`src/rtl/pm_pkg.sv`:
```
package pm_pkg;
  typedef enum logic [1:0] {
    MODE_RUN  = 2'b00,
    MODE_IDLE = 2'b01,
    MODE_PD   = 2'b10
  } pm_mode_e;
endpackage

```
`src/rtl/pm_phase_ctr.sv`:
```
module pm_phase_ctr #(
  parameter int MC_LEN = 12
) (
  input  logic clk_i,
  input  logic rst_ni,
  input  logic osc_en_i,
  output logic ph_lsb_nxt_o,
  output logic tick_o
);
  localparam int PH_W = $clog2(MC_LEN);
  localparam logic [PH_W-1:0] PH_LAST = PH_W'(MC_LEN - 1);

  logic [PH_W-1:0] ph_q, ph_d;

  always_comb begin
    if (!osc_en_i)            ph_d = ph_q;
    else if (ph_q == PH_LAST) ph_d = '0;
    else                      ph_d = ph_q + 1'b1;
  end

  always_ff @(posedge clk_i or negedge rst_ni) begin
    if (!rst_ni) ph_q <= '0;
    else         ph_q <= ph_d;
  end

  assign tick_o       = osc_en_i && (ph_q == PH_LAST);
  assign ph_lsb_nxt_o = ph_d[0];

  a_r2_wrap_after_tick: assert property (@(posedge clk_i) disable iff (!rst_ni)
    tick_o |=> (ph_q == '0));
  a_r5_phase_frozen: assert property (@(posedge clk_i) disable iff (!rst_ni)
    !osc_en_i |=> $stable(ph_q));
endmodule

```
`src/rtl/pm_rst_qual.sv`:
```
module pm_rst_qual #(
  parameter int RST_MC      = 2,
  parameter int SYNC_STAGES = 2
) (
  input  logic clk_i,
  input  logic rst_ni,
  input  logic pin_i,
  input  logic tick_i,
  output logic pin_s_o,
  output logic rst_o
);
  localparam int QW = $clog2(RST_MC + 1);

  logic [SYNC_STAGES-1:0] sync_q;
  logic [QW-1:0]          cnt_q;
  logic                   rst_q;

  always_ff @(posedge clk_i or negedge rst_ni) begin
    if (!rst_ni) sync_q <= '0;
    else         sync_q <= {sync_q[SYNC_STAGES-2:0], pin_i};
  end
  assign pin_s_o = sync_q[SYNC_STAGES-1];

  // first boundary opens a cycle; RST_MC more close RST_MC full cycles
  always_ff @(posedge clk_i or negedge rst_ni) begin
    if (!rst_ni) begin
      cnt_q <= '0;
      rst_q <= 1'b0;
    end else if (!pin_s_o) begin
      cnt_q <= '0;
      rst_q <= 1'b0;
    end else if (tick_i && !rst_q) begin
      if (cnt_q == QW'(RST_MC)) rst_q <= 1'b1;
      else                      cnt_q <= cnt_q + 1'b1;
    end
  end
  assign rst_o = rst_q;

  a_r8_rise_on_tick: assert property (@(posedge clk_i) disable iff (!rst_ni)
    $rose(rst_q) |-> ($past(tick_i) && $past(pin_s_o)));
  a_r10_drop_on_pin_low: assert property (@(posedge clk_i) disable iff (!rst_ni)
    !pin_s_o |=> !rst_q);
endmodule

```
`src/rtl/pm_mode_fsm.sv`:
```
module pm_mode_fsm
  import pm_pkg::*;
#(
  parameter int IRQ_W = 5
) (
  input  logic             clk_i,
  input  logic             rst_ni,
  input  logic             rst_i,
  input  logic             wr_i,
  input  logic             idle_bit_i,
  input  logic             pd_bit_i,
  input  logic [IRQ_W-1:0] irq_i,
  output pm_mode_e         mode_o,
  output logic             cpu_on_o
);
  pm_mode_e mode_q;

  always_ff @(posedge clk_i or negedge rst_ni) begin
    if (!rst_ni)    mode_q <= MODE_RUN;
    else if (rst_i) mode_q <= MODE_RUN;
    else begin
      case (mode_q)
        MODE_RUN: if (wr_i) begin
          if (pd_bit_i)        mode_q <= MODE_PD;   // power-down wins
          else if (idle_bit_i) mode_q <= MODE_IDLE;
        end
        MODE_IDLE: if (|irq_i) mode_q <= MODE_RUN;
        default: ;
      endcase
    end
  end

  assign mode_o   = mode_q;
  assign cpu_on_o = (mode_q == MODE_RUN);

  a_r9_rst_clears_mode: assert property (@(posedge clk_i) disable iff (!rst_ni)
    rst_i |=> (mode_q == MODE_RUN));
  a_r6_pd_holds: assert property (@(posedge clk_i) disable iff (!rst_ni)
    (mode_q == MODE_PD && !rst_i) |=> (mode_q == MODE_PD));
  a_r4_irq_wakes_idle: assert property (@(posedge clk_i) disable iff (!rst_ni)
    (mode_q == MODE_IDLE && |irq_i && !rst_i) |=> (mode_q == MODE_RUN));
  a_r7_pd_priority: assert property (@(posedge clk_i) disable iff (!rst_ni)
    (mode_q == MODE_RUN && wr_i && pd_bit_i && !rst_i) |=> (mode_q == MODE_PD));
endmodule

```
`src/rtl/pm_clk_gen.sv`:
```
module pm_clk_gen (
  input  logic clk_i,
  input  logic rst_ni,
  input  logic osc_en_i,
  input  logic cpu_on_i,
  input  logic ph_lsb_nxt_i,
  output logic cpu_clk_o,
  output logic per_clk_o
);
  localparam int N_CLK = 2;  // 0: cpu, 1: peripheral

  logic [N_CLK-1:0] en, clk_q;
  assign en = {osc_en_i, osc_en_i & cpu_on_i};

  // registered outputs: a gate change never truncates a high pulse
  for (genvar g = 0; g < N_CLK; g++) begin : g_clk
    always_ff @(posedge clk_i or negedge rst_ni) begin
      if (!rst_ni) clk_q[g] <= 1'b0;
      else         clk_q[g] <= en[g] & ph_lsb_nxt_i;
    end
  end

  assign cpu_clk_o = clk_q[0];
  assign per_clk_o = clk_q[1];

  a_r5_clocks_quiet: assert property (@(posedge clk_i) disable iff (!rst_ni)
    !osc_en_i |=> (clk_q == '0));
  a_r3_cpu_held: assert property (@(posedge clk_i) disable iff (!rst_ni)
    !cpu_on_i |=> !clk_q[0]);
  a_r1_single_high: assert property (@(posedge clk_i) disable iff (!rst_ni)
    clk_q[1] |=> !clk_q[1]);
endmodule

```
`src/rtl/pm_clk_ctrl.sv`:
```
module pm_clk_ctrl
  import pm_pkg::*;
#(
  parameter int MC_LEN      = 12,
  parameter int RST_MC      = 2,
  parameter int SYNC_STAGES = 2,
  parameter int IRQ_W       = 5
) (
  input  logic             osc_clk_i,
  input  logic             rst_ni,
  input  logic             rst_pin_i,
  input  logic             wr_i,
  input  logic             idle_bit_i,
  input  logic             pd_bit_i,
  input  logic [IRQ_W-1:0] irq_i,
  output logic             cpu_clk_o,
  output logic             per_clk_o,
  output logic             osc_en_o,
  output logic             rst_o,
  output logic             mc_tick_o,
  output logic [1:0]       mode_o
);
  pm_mode_e mode;
  logic     cpu_on, pin_s, osc_en, ph_lsb_nxt, tick, int_rst;

  // pin restarts the oscillator so qualification can count
  assign osc_en = (mode != MODE_PD) | pin_s;

  pm_phase_ctr #(.MC_LEN(MC_LEN)) u_phase (
    .clk_i(osc_clk_i), .rst_ni(rst_ni), .osc_en_i(osc_en),
    .ph_lsb_nxt_o(ph_lsb_nxt), .tick_o(tick)
  );

  pm_rst_qual #(.RST_MC(RST_MC), .SYNC_STAGES(SYNC_STAGES)) u_rst (
    .clk_i(osc_clk_i), .rst_ni(rst_ni), .pin_i(rst_pin_i), .tick_i(tick),
    .pin_s_o(pin_s), .rst_o(int_rst)
  );

  pm_mode_fsm #(.IRQ_W(IRQ_W)) u_mode (
    .clk_i(osc_clk_i), .rst_ni(rst_ni), .rst_i(int_rst), .wr_i(wr_i),
    .idle_bit_i(idle_bit_i), .pd_bit_i(pd_bit_i), .irq_i(irq_i),
    .mode_o(mode), .cpu_on_o(cpu_on)
  );

  pm_clk_gen u_clk (
    .clk_i(osc_clk_i), .rst_ni(rst_ni), .osc_en_i(osc_en), .cpu_on_i(cpu_on),
    .ph_lsb_nxt_i(ph_lsb_nxt), .cpu_clk_o(cpu_clk_o), .per_clk_o(per_clk_o)
  );

  assign osc_en_o  = osc_en;
  assign rst_o     = int_rst;
  assign mc_tick_o = tick;
  assign mode_o    = mode;
endmodule

```
`config.mk`:
```
export PLATFORM = sky130hd
export DESIGN_NAME = pm_clk_ctrl
export DESIGN_NICKNAME = d
export VERILOG_FILES = /design/src/rtl/pm_pkg.sv /design/src/rtl/pm_phase_ctr.sv /design/src/rtl/pm_rst_qual.sv /design/src/rtl/pm_mode_fsm.sv /design/src/rtl/pm_clk_gen.sv /design/src/rtl/pm_clk_ctrl.sv
export SDC_FILE = /design/constraint.sdc
export NUM_CORES = 1
export LEC_CHECK = 0
export BUFFER_PORTS_ARGS = -buffer_cell sky130_fd_sc_hd__clkbuf_2
export CORE_AREA = 2 2 39 41
export DETAILED_ROUTE_END_ITERATION = 8
export DIE_AREA = 0 0 41 43
export HOLD_SLACK_MARGIN = 0.1
export PLACE_DENSITY = 0.69
export SKIP_LAST_GASP = 1
export SLEW_MARGIN = 20
export SYNTH_ARGS = -nofsm -noshare
export SYNTH_HDL_FRONTEND = slang
export SYNTH_SLANG_ARGS = --single-unit
```
`constraint.sdc`:
```
create_clock -name osc_clk_i -period 1.4 [get_ports osc_clk_i]
set_input_delay 0.07 -clock osc_clk_i [delete_from_list [all_inputs] [get_ports osc_clk_i]]
set_output_delay 0.07 -clock osc_clk_i [all_outputs]
set_load 0.01 [all_outputs]
```
==> load_flow_metrics.sql, run 1 <==
INSERT INTO impl_metrics (metric_group, metric, value, unit) VALUES
('critical_path', 'endpoint_kind', 'primary output', ''),
('finish', 'mostFrequentLayoutCell', 'sky130_fd_sc_hd__clkbuf_2', ''),
('routing', 'totalWireLength', '1190', 'µm'),
('critical_path', 'r2r_slack', '0.12', 'ns'),
('finish', 'num-fill-cells', '131', ''),
('critical_path', 'worst_setup_path_start_kind', 'flip-flop', ''),
('min_path', 'worstHoldPathType', 'primary input to flip-flop', ''),
('routing', 'vias_per_cell', '5.01', ''),
('finish', 'area.sequential', '327', 'µm²'),
('grt', 'grt_antenna_before_repair', '0', ''),
('clocking', 'tritoncts', 'built', ''),
('clocking', 'clock_insertion_delay_worst_skew', '0.27', 'ns'),
('floorplanning', 'core.rowCount', '14', ''),
('sta', 'final.period_utilization', '0.962', ''),
('sta', 'timing_worst_slew_pin_value', '0.314', 'ns'),
('grt', 'grt_pass1_vias', '438', ''),
('finish', 'final_layout_size_suffix_gt1_frac', '0.393', ''),
('floorplanning', 'floorplan.initialDensity', '0.418', ''),
('place', 'preCtsSetupSlack', '0.0149', 'ns'),
('critical_path', 'critPathMaxStageDelay', '0.43', 'ns'),
('floorplanning', 'placeableCoreArea', '1380', 'µm²'),
('flow_run', 'maxCapViolations', '0', ''),
('routing', 'remaining_drc_errors', '0', ''),
('place', 'numPortBuffers', '17', ''),
('critical_path', 'r2r_cells', '4', ''),
('floorplanning', 'die_width', '41', 'µm'),
('place', 'dp.final_hpwl', '850', 'µm'),
('synthesis', 'number_of_distinct_library_cell_variants_in_the_gate_level_netlist_after_synthesis', '23', ''),
('sta', 'setup-tns-final', '0', 'ns'),
('sta', 'whs', '0.146', 'ns'),
('clocking', 'htree_levels', '1', ''),
('sta', 'slew_headroom', '0.791', ''),
('sta', 'final-setup-viol-count', '0', ''),
('power_and_ir_drop', 'peak_supply_drop', '855', 'µV'),
('routing', 'drt_iter0_markers', '3', ''),
('power_and_ir_drop', 'power-per-cell-area', '1390', 'nW/µm²'),
('sta', 'timing_hold_violations_final', '0', ''),
('clocking', 'cts_buffer_depth', '2', ''),
('run_status', 'status', 'finished, final reports clean', ''),
('synthesis', 'syn_area', '578', 'µm²'),
('clocking', 'cts_inserted_buffers', '3', ''),
('synthesis', 'post_synth.cell_area_avg', '10.9', 'µm²'),
('grt', 'grt_pass1_wl', '1740', 'µm'),
('critical_path', 'timing.critical_path.max_delay_family', 'flip-flops', ''),
('min_path', 'hold_path_depth', '4', ''),
('grt', 'grt_start_max_net_pins', '14', ''),
('floorplanning', 'floorplan.die_area', '1760', 'µm²'),
('critical_path', 'critPathMaxFanout', '3', ''),
('place', 'gp_routability_congestion', '0.755', ''),
('critical_path', 'worst-endpoint-arrival', '1.28', 'ns'),
('critical_path', 'worstSetupStartpoint', 'u_phase.ph_q[1]', ''),
('sta', 'fmaxAchievable', '0.742', 'GHz'),
('finish', 'areaGrowthSynthToFinish', '41.8', '%'),
('synthesis', 'synth_seq_cells', '13', ''),
('sta', 'setup_slack', '0.0525', 'ns'),
('floorplanning', 'vert_die_dim', '43', 'µm'),
('floorplanning', 'top_level_pins', '18', ''),
('clocking', 'clockRootBuffer', 'sky130_fd_sc_hd__clkbuf_4', ''),
('critical_path', 'cp_data_required_time', '1.33', 'ns'),
('critical_path', 'critical_path.slowest_cell', 'sky130_fd_sc_hd__dfrtp_1', ''),
('power_and_ir_drop', 'total_power', '1.14', 'mW'),
('place', 'post-place-cells', '90', ''),
('synthesis', 'synth-seq-area-share', '0.563', ''),
('sta', 'finalClockSkew', '0.00531', 'ns'),
('finish', 'mostFrequentLayoutCells', '17 x sky130_fd_sc_hd__clkbuf_2, 12 x sky130_fd_sc_hd__dfrtp_1, 6 x sky130_fd_sc_hd__nand2_1, 5 x sky130_fd_sc_hd__dlygate4sd3_1', ''),
('routing', 'wire_length_per_cell_after_detailed_routing', '11.9', 'µm'),
('critical_path', 'ws_path_type', 'flip-flop to primary output', ''),
('grt', 'grt_util_all_layers', '0.148', ''),
('critical_path', 'timing.critical_path.to', 'mc_tick_o', ''),
('finish', 'final_net_count', '98', ''),
('synthesis', 'postSynthCellCount', '53', '');
synthesized netlist by cell type:
cell,instances,area [µm²]
sky130_fd_sc_hd__or3_1,1,6.26
sky130_fd_sc_hd__nand3b_1,1,7.51
sky130_fd_sc_hd__inv_2,1,3.75
sky130_fd_sc_hd__mux2_4,1,15.0
sky130_fd_sc_hd__a21oi_1,3,15.0
sky130_fd_sc_hd__nor2_1,4,15.0
sky130_fd_sc_hd__nor3_1,3,15.0
sky130_fd_sc_hd__nor2b_1,1,6.26
sky130_fd_sc_hd__dfrtp_1,13,325
sky130_fd_sc_hd__nor4_1,2,12.5
sky130_fd_sc_hd__nand2_1,6,22.5
sky130_fd_sc_hd__ha_1,2,25.0
sky130_fd_sc_hd__a31oi_1,1,6.26
sky130_fd_sc_hd__mux2i_1,2,20.0
sky130_fd_sc_hd__o31ai_1,1,7.51
sky130_fd_sc_hd__inv_1,3,11.3
sky130_fd_sc_hd__nand2_2,1,6.26
sky130_fd_sc_hd__a21o_2,1,8.76
sky130_fd_sc_hd__and3b_1,1,8.76
sky130_fd_sc_hd__nor3b_4,1,18.8
sky130_fd_sc_hd__nand3_1,2,10.0
sky130_fd_sc_hd__nand2b_1,1,6.26
sky130_fd_sc_hd__o21ai_0,1,5.00
power by group:
group	switching [mW]	leakage [nW]	internal, mW	total (mW)
logic	0.161	0.226	0.208	0.369
registers	0.0896	0.162	0.457	0.547
clock network	0.111	0.0150	0.110	0.221
what timing repair did:
action / 4_1_cts / 5_1_grt
endpoints found under the setup margin: 1 / 1
buffers inserted: 0 / 1
endpoints found under the hold margin: 16 / 0
resized for setup: 1 / 4
pin swaps: 0 / 1
hold buffers: 5 / 0
worst reg2reg max path, delay by kind of cell, from the launching register on:
kind                       cells  cell delay (ns)
and+or+nand+nor                2             0.35
DFF                            1             0.43
muxes                          1             0.24
adders and majority gates      1             0.17
per-layer routing:
layer  GRT usage  wire length, µm
met4      0.0600                0
met5           0                0
met1       0.156              526
met3      0.0471               83
met2       0.253              582
worst min-delay path by stage:
stage | end | slack [ns] | from
4_1_cts | u_mode.mode_o[0] | 0.14 | irq_i[4]
5_1_grt | u_mode.mode_o[0] | 0.16 | irq_i[4]
6_report | u_mode.mode_o[0] | 0.15 | irq_i[4]
3_5_place_dp | u_phase.ph_q[3] | -0.02 | rst_ni
2_1_floorplan | u_clk.cpu_clk_o | -0.23 | rst_ni
3_3_place_gp | u_phase.ph_q[2] | -0.02 | rst_ni
registers in the layout (all words and copies together), names as in the netlist:
signal           count
u_mode.mode_o        2
u_rst.sync_q         2
u_clk.cpu_clk_o      1
u_rst.rst_o          1
u_rst.cnt_q          2
u_phase.ph_q         4
u_clk.per_clk_o      1
stage by stage:
| step | area, µm² | utilization |
|---|---|---|
| detailed placement | 713 | 0.515 |
| floorplan | 578 | - |
| CTS | 795 | 0.574 |
| global placement | 713 | 0.515 |
| global route | 820 | 0.592 |
| finish | 820 | 0.592 |
cell families after synthesis:
group                    after synthesis  share of synthesized area
AO/OA/AOI/OAI                          7                     0.0736
multiplexers                           3                     0.0606
flip-flops                            13                      0.563
AND/OR/NAND/NOR                       24                      0.234
buffers and inverters                  4                     0.0260
adder cells (fa/ha/maj)                2                     0.0433
layout make-up:
cell class	instances	area share
timing repair buffer	27	0.215
tap	16	0.0244
inverter	4	0.0183
clock buffer	4	0.0321
sequential	13	0.398
multi-input combinational	36	0.311
Note: power is estimated with default switching activity, not from simulation.
==> inputs of run 2 (changes only) <==
Settings changed: CORE_AREA 2 2 39 41 to default, CORE_MARGIN from default to 2, CORE_UTILIZATION from default to 40, DIE_AREA 0 0 41 43 to default, PLACE_DENSITY 0.69 to 0.64.
==> load_flow_metrics.sql, run 2 (same netlist as run 1, synthesis figures left out) <==
INSERT INTO impl_metrics (metric_group, metric, value, unit) VALUES
('power_and_ir_drop', 'cellLeakagePower', '0.400', 'nW'),
('min_path', 'worstHoldPathType', 'primary input to flip-flop', ''),
('sta', 'unrepaired_setup_endpoints_after_global_routing', 'no', ''),
('power_and_ir_drop', 'pwr-share-clk', '0.202', ''),
('clocking', 'clock_insertion_delay_worst_skew', '0.27', 'ns'),
('critical_path', 'cp_data_required_time', '1.33', 'ns'),
('grt', 'grt_pass1_vias', '466', ''),
('routing', 'via_count', '482', ''),
('clocking', 'clkSlewWorstSetupHoldPaths', '0.08', 'ns'),
('floorplanning', 'core.rowCount', '13', ''),
('sta', 'slew_viol_final', '0', ''),
('finish', 'mostFrequentLayoutCells', '17 x sky130_fd_sc_hd__clkbuf_2, 10 x sky130_fd_sc_hd__dfrtp_1, 6 x sky130_fd_sc_hd__nand2_1, 5 x sky130_fd_sc_hd__dlygate4sd3_1', ''),
('floorplanning', 'floorplan.die_area', '1770', 'µm²'),
('floorplanning', 'vert_die_dim', '42.0', 'µm'),
('sta', 'finalClockSkew', '0.00612', 'ns'),
('routing', 'totalWireLength', '1150', 'µm'),
('place', 'gp_routability_congestion', '0.782', ''),
('sta', 'layout_min_cycle_time', '1.33', 'ns'),
('power_and_ir_drop', 'netSwitchingPower', '0.343', 'mW'),
('finish', 'final_net_count', '98', ''),
('finish', 'mostFrequentLayoutCell', 'sky130_fd_sc_hd__clkbuf_2', ''),
('grt', 'grt_start_max_net_pins', '14', ''),
('power_and_ir_drop', 'combinationalPowerShare', '0.324', ''),
('grt', 'grt_antenna_before_repair', '0', ''),
('flow_run', 'maxCapViolations', '0', ''),
('critical_path', 'worst-endpoint-arrival', '1.26', 'ns'),
('place', 'numPortBuffers', '17', ''),
('finish', 'final_instance_count_excl_fillers', '99', ''),
('routing', 'vias_per_cell', '4.87', ''),
('run_status', 'status', 'finished, final reports clean', ''),
('critical_path', 'ws_path_type', 'flip-flop to primary output', ''),
('power_and_ir_drop', 'swShare', '0.307', ''),
('finish', 'largest-register', 'u_phase.ph_q', ''),
('place', 'post-place-cells', '87', ''),
('grt', 'globalRoute.totalOverflow', '0', ''),
('power_and_ir_drop', 'power-per-cell-area', '1370', 'nW/µm²'),
('clocking', 'clock_sinks', '13', ''),
('finish', 'areaGrowthSynthToFinish', '40.3', '%'),
('floorplanning', 'floorplan.initialDensity', '0.439', ''),
('finish', 'final_layout_size_suffix_gt1_frac', '0.417', ''),
('clocking', 'clockRootBuffer', 'sky130_fd_sc_hd__clkbuf_4', ''),
('sta', 'timing_worst_slew_pin_value', '0.327', 'ns'),
('clocking', 'cts_buffer_depth', '2', ''),
('place', 'dp.final_hpwl', '808', 'µm'),
('power_and_ir_drop', 'peak_supply_drop', '1080', 'µV'),
('routing', 'first_pass_iters', '4', ''),
('clocking', 'htree_levels', '1', ''),
('grt', 'grt_pass1_wl', '1840', 'µm'),
('floorplanning', 'placeableCoreArea', '1320', 'µm²'),
('critical_path', 'endpoint_kind', 'primary output', ''),
('sta', 'setup-tns-final', '0', 'ns'),
('finish', 'number_of_flip_flops_in_the_largest_register', '4', ''),
('critical_path', 'critPathMaxFanout', '6', ''),
('power_and_ir_drop', 'internal-power', '0.771', 'mW'),
('power_and_ir_drop', 'total_power', '1.11', 'mW'),
('clocking', 'cts_inserted_buffers', '3', ''),
('clocking', 'tritoncts', 'built', ''),
('routing', 'remaining_drc_errors', '0', ''),
('sta', 'final-setup-viol-count', '0', ''),
('sta', 'fmaxAchievable', '0.753', 'GHz'),
('critical_path', 'worst_setup_path_start_kind', 'flip-flop', ''),
('sta', 'final.period_utilization', '0.949', ''),
('floorplanning', 'top_level_pins', '18', ''),
('floorplanning', 'die_width', '42.0', 'µm'),
('sta', 'slew_headroom', '0.782', ''),
('grt', 'grt_util_all_layers', '0.143', ''),
('routing', 'drt_iter0_markers', '7', ''),
('power_and_ir_drop', 'power_frac_seq', '0.474', ''),
('sta', 'timing_hold_violations_final', '0', ''),
('routing', 'antenna_violating_nets_post_route', '0', ''),
('finish', 'final_util', '0.615', ''),
('routing', 'wire_length_per_cell_after_detailed_routing', '11.6', 'µm'),
('finish', 'insertedDiodeCount', '0', '');
==> run 2: cell counts in the layout (fill, tap and decap cells not counted) <==
No cell type changed its count.
==> run 2: final timing paths <==
| path | from | to | slack (ns) | cells after the start |
|---|---|---|---|---|
| setup / recovery | u_rst.sync_q[1] | mc_tick_o | 0.07 | 4 |
| setup reg to reg | u_phase.ph_q[0] | u_phase.ph_q[0] | 0.14 | 4 |
| min in group asynchronous | rst_ni | u_phase.ph_q[3] | 0.23 | 2 |
| hold reg to reg | u_rst.sync_q[0] | u_rst.sync_q[1] | 0.35 | 0 |
| max in group asynchronous | rst_ni | u_rst.sync_q[1] | 0.90 | 2 |
| hold / removal | irq_i[4] | u_mode.mode_o[0] | 0.14 | 4 |
==> run 2: timing repair <==
item	4_1_cts	5_1_grt
gates resized for setup	0	6
hold endpoints to repair	16	0
hold buffers	5	0
setup endpoints to repair	0	3
buffers inserted	0	3
==> run 2: worst max-delay path: stages, from the launching register on <==
cell	delay (ns)
sky130_fd_sc_hd__dfrtp_2	0.44
sky130_fd_sc_hd__nor3b_4	0.24
sky130_fd_sc_hd__buf_6	0.15
sky130_fd_sc_hd__nor2_1	0.04
sky130_fd_sc_hd__clkbuf_2	0.12
==> run 2: stage by stage <==
stage	hold slack (ns)	worst slack [ns]	instance area, µm²
final	0.137	0.0719	811
after global routing	0.167	0.00337	811
after CTS	0.153	0.0103	773
after detailed placement	-0.0252	0.0713	697
after global placement	-0.0194	0.145	697
after floorplan	-0.226	0.0649	578
==> run 2: power groups by stage <==
stage / registers, mW / clock network (mW) / logic [mW]
2_1_floorplan: 0.535 / 0 / 0.188
3_3_place_gp: 0.532 / 0 / 0.301
3_5_place_dp: 0.534 / 0 / 0.308
4_1_cts: 0.527 / 0.235 / 0.322
5_1_grt: 0.539 / 0.255 / 0.399
6_report: 0.529 / 0.225 / 0.361
==> run 2: layout make-up <==
cell class | count | area, µm²
clock buffers | 4 | 26.3
flip-flops and latches | 13 | 329
multi-input cells | 36 | 245
fillers | 115 | 507
well taps | 15 | 18.8
inverters | 4 | 15.0
repair buffers | 27 | 176
==> run 2: metal layers <==
metal,GRT usage,vias up,part of all wire
met4,0.0375,0,0.015
met2,0.238,22,0.44
met3,0.0776,2,0.077
li1,-,246,-
met1,0.160,212,0.46
met5,0,-,0
==> inputs of run 3 (changes only) <==
Clock period 1.4 ns to 1.72 ns, I/O delays scaled along.
==> load_flow_metrics.sql, run 3 (same netlist as run 1, synthesis figures left out) <==
INSERT INTO impl_metrics (metric_group, metric, value, unit) VALUES
('clocking', 'clock_insertion_delay_worst_skew', '0.27', 'ns'),
('critical_path', 'critical_path.cell_chain', 'nor4_1 > nand3_1 > dlygate4sd3_1 > o31ai_1', ''),
('clocking', 'clkSlewWorstSetupHoldPaths', '0.08', 'ns'),
('sta', 'timing_worst_slew_pin_value', '0.360', 'ns'),
('sta', 'setup-tns-final', '0', 'ns'),
('clocking', 'cts_buffer_depth', '2', ''),
('min_path', 'worstHoldPathType', 'primary input to flip-flop', ''),
('power_and_ir_drop', 'cellLeakagePower', '0.377', 'nW'),
('floorplanning', 'placeableCoreArea', '1320', 'µm²'),
('floorplanning', 'top_level_pins', '18', ''),
('critical_path', 'critPathMaxFanout', '5', ''),
('place', 'gp_routability_congestion', '0.768', ''),
('sta', 'whs', '0.150', 'ns'),
('finish', 'number_of_flip_flops_in_the_largest_register', '4', ''),
('routing', 'first_pass_iters', '3', ''),
('finish', 'final_layout_size_suffix_gt1_frac', '0.313', ''),
('sta', 'unrepaired_setup_endpoints_after_global_routing', 'no', ''),
('routing', 'via_count', '471', ''),
('power_and_ir_drop', 'total_power', '0.849', 'mW'),
('routing', 'remaining_drc_errors', '0', ''),
('critical_path', 'endpoint_kind', 'flip-flop', ''),
('floorplanning', 'vert_die_dim', '42.0', 'µm'),
('sta', 'setup_slack', '0.128', 'ns'),
('min_path', 'timing.hold.worst_endpoint', 'u_mode.mode_o[0]', ''),
('sta', 'fmaxAchievable', '0.628', 'GHz'),
('floorplanning', 'floorplan.die_area', '1770', 'µm²'),
('place', 'numPortBuffers', '17', ''),
('min_path', 'hold_path_depth', '4', ''),
('sta', 'slew_viol_final', '0', ''),
('sta', 'layout_min_cycle_time', '1.59', 'ns'),
('grt', 'grt_pass1_wl', '1740', 'µm'),
('clocking', 'cts_inserted_buffers', '3', ''),
('critical_path', 'worst-endpoint-arrival', '1.77', 'ns'),
('critical_path', 'critical_path.slowest_cell', 'sky130_fd_sc_hd__dlygate4sd3_1', ''),
('floorplanning', 'floorplan.initialDensity', '0.439', ''),
('power_and_ir_drop', 'power-per-cell-area', '1100', 'nW/µm²'),
('critical_path', 'critPathMaxStageDelay', '0.57', 'ns'),
('finish', 'areaGrowthSynthToFinish', '32.9', '%'),
('grt', 'grt_pass1_vias', '427', ''),
('grt', 'grt_antenna_before_repair', '0', ''),
('finish', 'mostFrequentLayoutCell', 'sky130_fd_sc_hd__clkbuf_2', ''),
('sta', 'timing_hold_violations_final', '0', ''),
('routing', 'totalWireLength', '1080', 'µm'),
('finish', 'insertedDiodeCount', '0', ''),
('finish', 'largest-register', 'u_phase.ph_q', ''),
('floorplanning', 'core.rowCount', '13', ''),
('place', 'dp.final_hpwl', '745', 'µm'),
('sta', 'final.period_utilization', '0.926', ''),
('critical_path', 'r2r_cells', '4', ''),
('flow_run', 'maxCapViolations', '0', ''),
('clocking', 'cts-resized-gates', '0', ''),
('critical_path', 'ws_path_type', 'flip-flop to flip-flop', ''),
('clocking', 'clockRootBuffer', 'sky130_fd_sc_hd__clkbuf_4', ''),
('place', 'preCtsSetupSlack', '0.318', 'ns'),
('sta', 'final-setup-viol-count', '0', ''),
('critical_path', 'r2r_slack', '0.13', 'ns'),
('critical_path', 'cp_data_required_time', '1.90', 'ns'),
('finish', 'mostFrequentLayoutCells', '17 x sky130_fd_sc_hd__clkbuf_2, 13 x sky130_fd_sc_hd__dfrtp_1, 6 x sky130_fd_sc_hd__nand2_1, 6 x sky130_fd_sc_hd__dlygate4sd3_1, 4 x sky130_fd_sc_hd__nor2_1', ''),
('critical_path', 'r2r_start', 'u_mode.mode_o[0]', ''),
('clocking', 'htree_levels', '1', ''),
('power_and_ir_drop', 'peak_supply_drop', '670', 'µV'),
('critical_path', 'worst_setup_path_start_kind', 'flip-flop', ''),
('critical_path', 'regToRegEndpoint', 'u_mode.mode_o[0]', ''),
('finish', 'final_net_count', '94', ''),
('floorplanning', 'die_width', '42.0', 'µm'),
('routing', 'wire_length_per_cell_after_detailed_routing', '11.3', 'µm'),
('grt', 'grt_util_all_layers', '0.136', ''),
('routing', 'vias_per_cell', '4.96', ''),
('clocking', 'tritoncts', 'built', ''),
('sta', 'finalClockSkew', '0.000976', 'ns'),
('routing', 'antenna_violating_nets_post_route', '0', ''),
('grt', 'globalRoute.totalOverflow', '0', ''),
('sta', 'slew_headroom', '0.758', ''),
('routing', 'drt_iter0_markers', '1', ''),
('clocking', 'clock_sinks', '13', ''),
('min_path', 'hold_start', 'irq_i[4]', ''),
('run_status', 'status', 'finished, final reports clean', ''),
('grt', 'grt_start_max_net_pins', '14', '');
## run 3: cell types whose count changed in the layout (fill, tap and decap cells not counted), sizes merged
cell | previous run | this run
dlygate4sd3 | 5 | 6
buf | 5 | 0
## run 3: area by class of cell
class	count	area (µm²)
Clock buffer	4	26.3
Fill cell	124	549
Inverter	4	15.0
Multi-Input combinational cell	36	238
Sequential cell	13	325
Tap cell	15	18.8
Timing Repair Buffer	23	145
## run 3: where the power goes
part / switching (mW) / internal (mW)
Sequential: 0.0687 / 0.372
Combinational: 0.103 / 0.119
Clock: 0.0967 / 0.0899
Total: 0.268 / 0.581
## run 3: metal layers
layer / vias up / global-route usage / wire length, µm
li1: 239 / - / -
met4: 0 / 0.131 / 12
met2: 16 / 0.209 / 486
met1: 214 / 0.155 / 512
met3: 2 / 0.0259 / 64
met5: - / 0 / 0
## run 3: worst max path at each step
| stage | start | end | slack, ns |
|---|---|---|---|
| 2_1_floorplan | u_mode.mode_o[1] | u_phase.ph_q[2] | 0.38 |
| 3_3_place_gp | u_rst.sync_q[1] | u_phase.ph_q[2] | 0.36 |
| 3_5_place_dp | u_phase.ph_q[0] | u_rst.cnt_q[1] | 0.32 |
| 4_1_cts | u_mode.mode_o[0] | u_mode.mode_o[0] | 0.16 |
| 5_1_grt | u_mode.mode_o[0] | u_mode.mode_o[0] | 0.04 |
| 6_report | u_mode.mode_o[0] | u_mode.mode_o[0] | 0.13 |
## run 3: metrics by stage
stage,utilization,cell area (µm²),instances
after global placement,0.518,682,85
after floorplan,-,578,53
after CTS,0.583,768,95
after detailed placement,0.518,682,85
final,0.583,768,95
after global routing,0.583,768,95
## run 3: repair_timing
item                                   4_1_cts  5_1_grt
hold buffers                                 6        0
endpoints found under the hold margin       16        0
setup buffers                                0        0
## run 3: critical path, delay by kind of cell (launching register included)
kind	cells	cell delay [ns]
compound gates	1	0.08
simple gates	2	0.41
flops	1	0.45
buf+inv	1	0.57
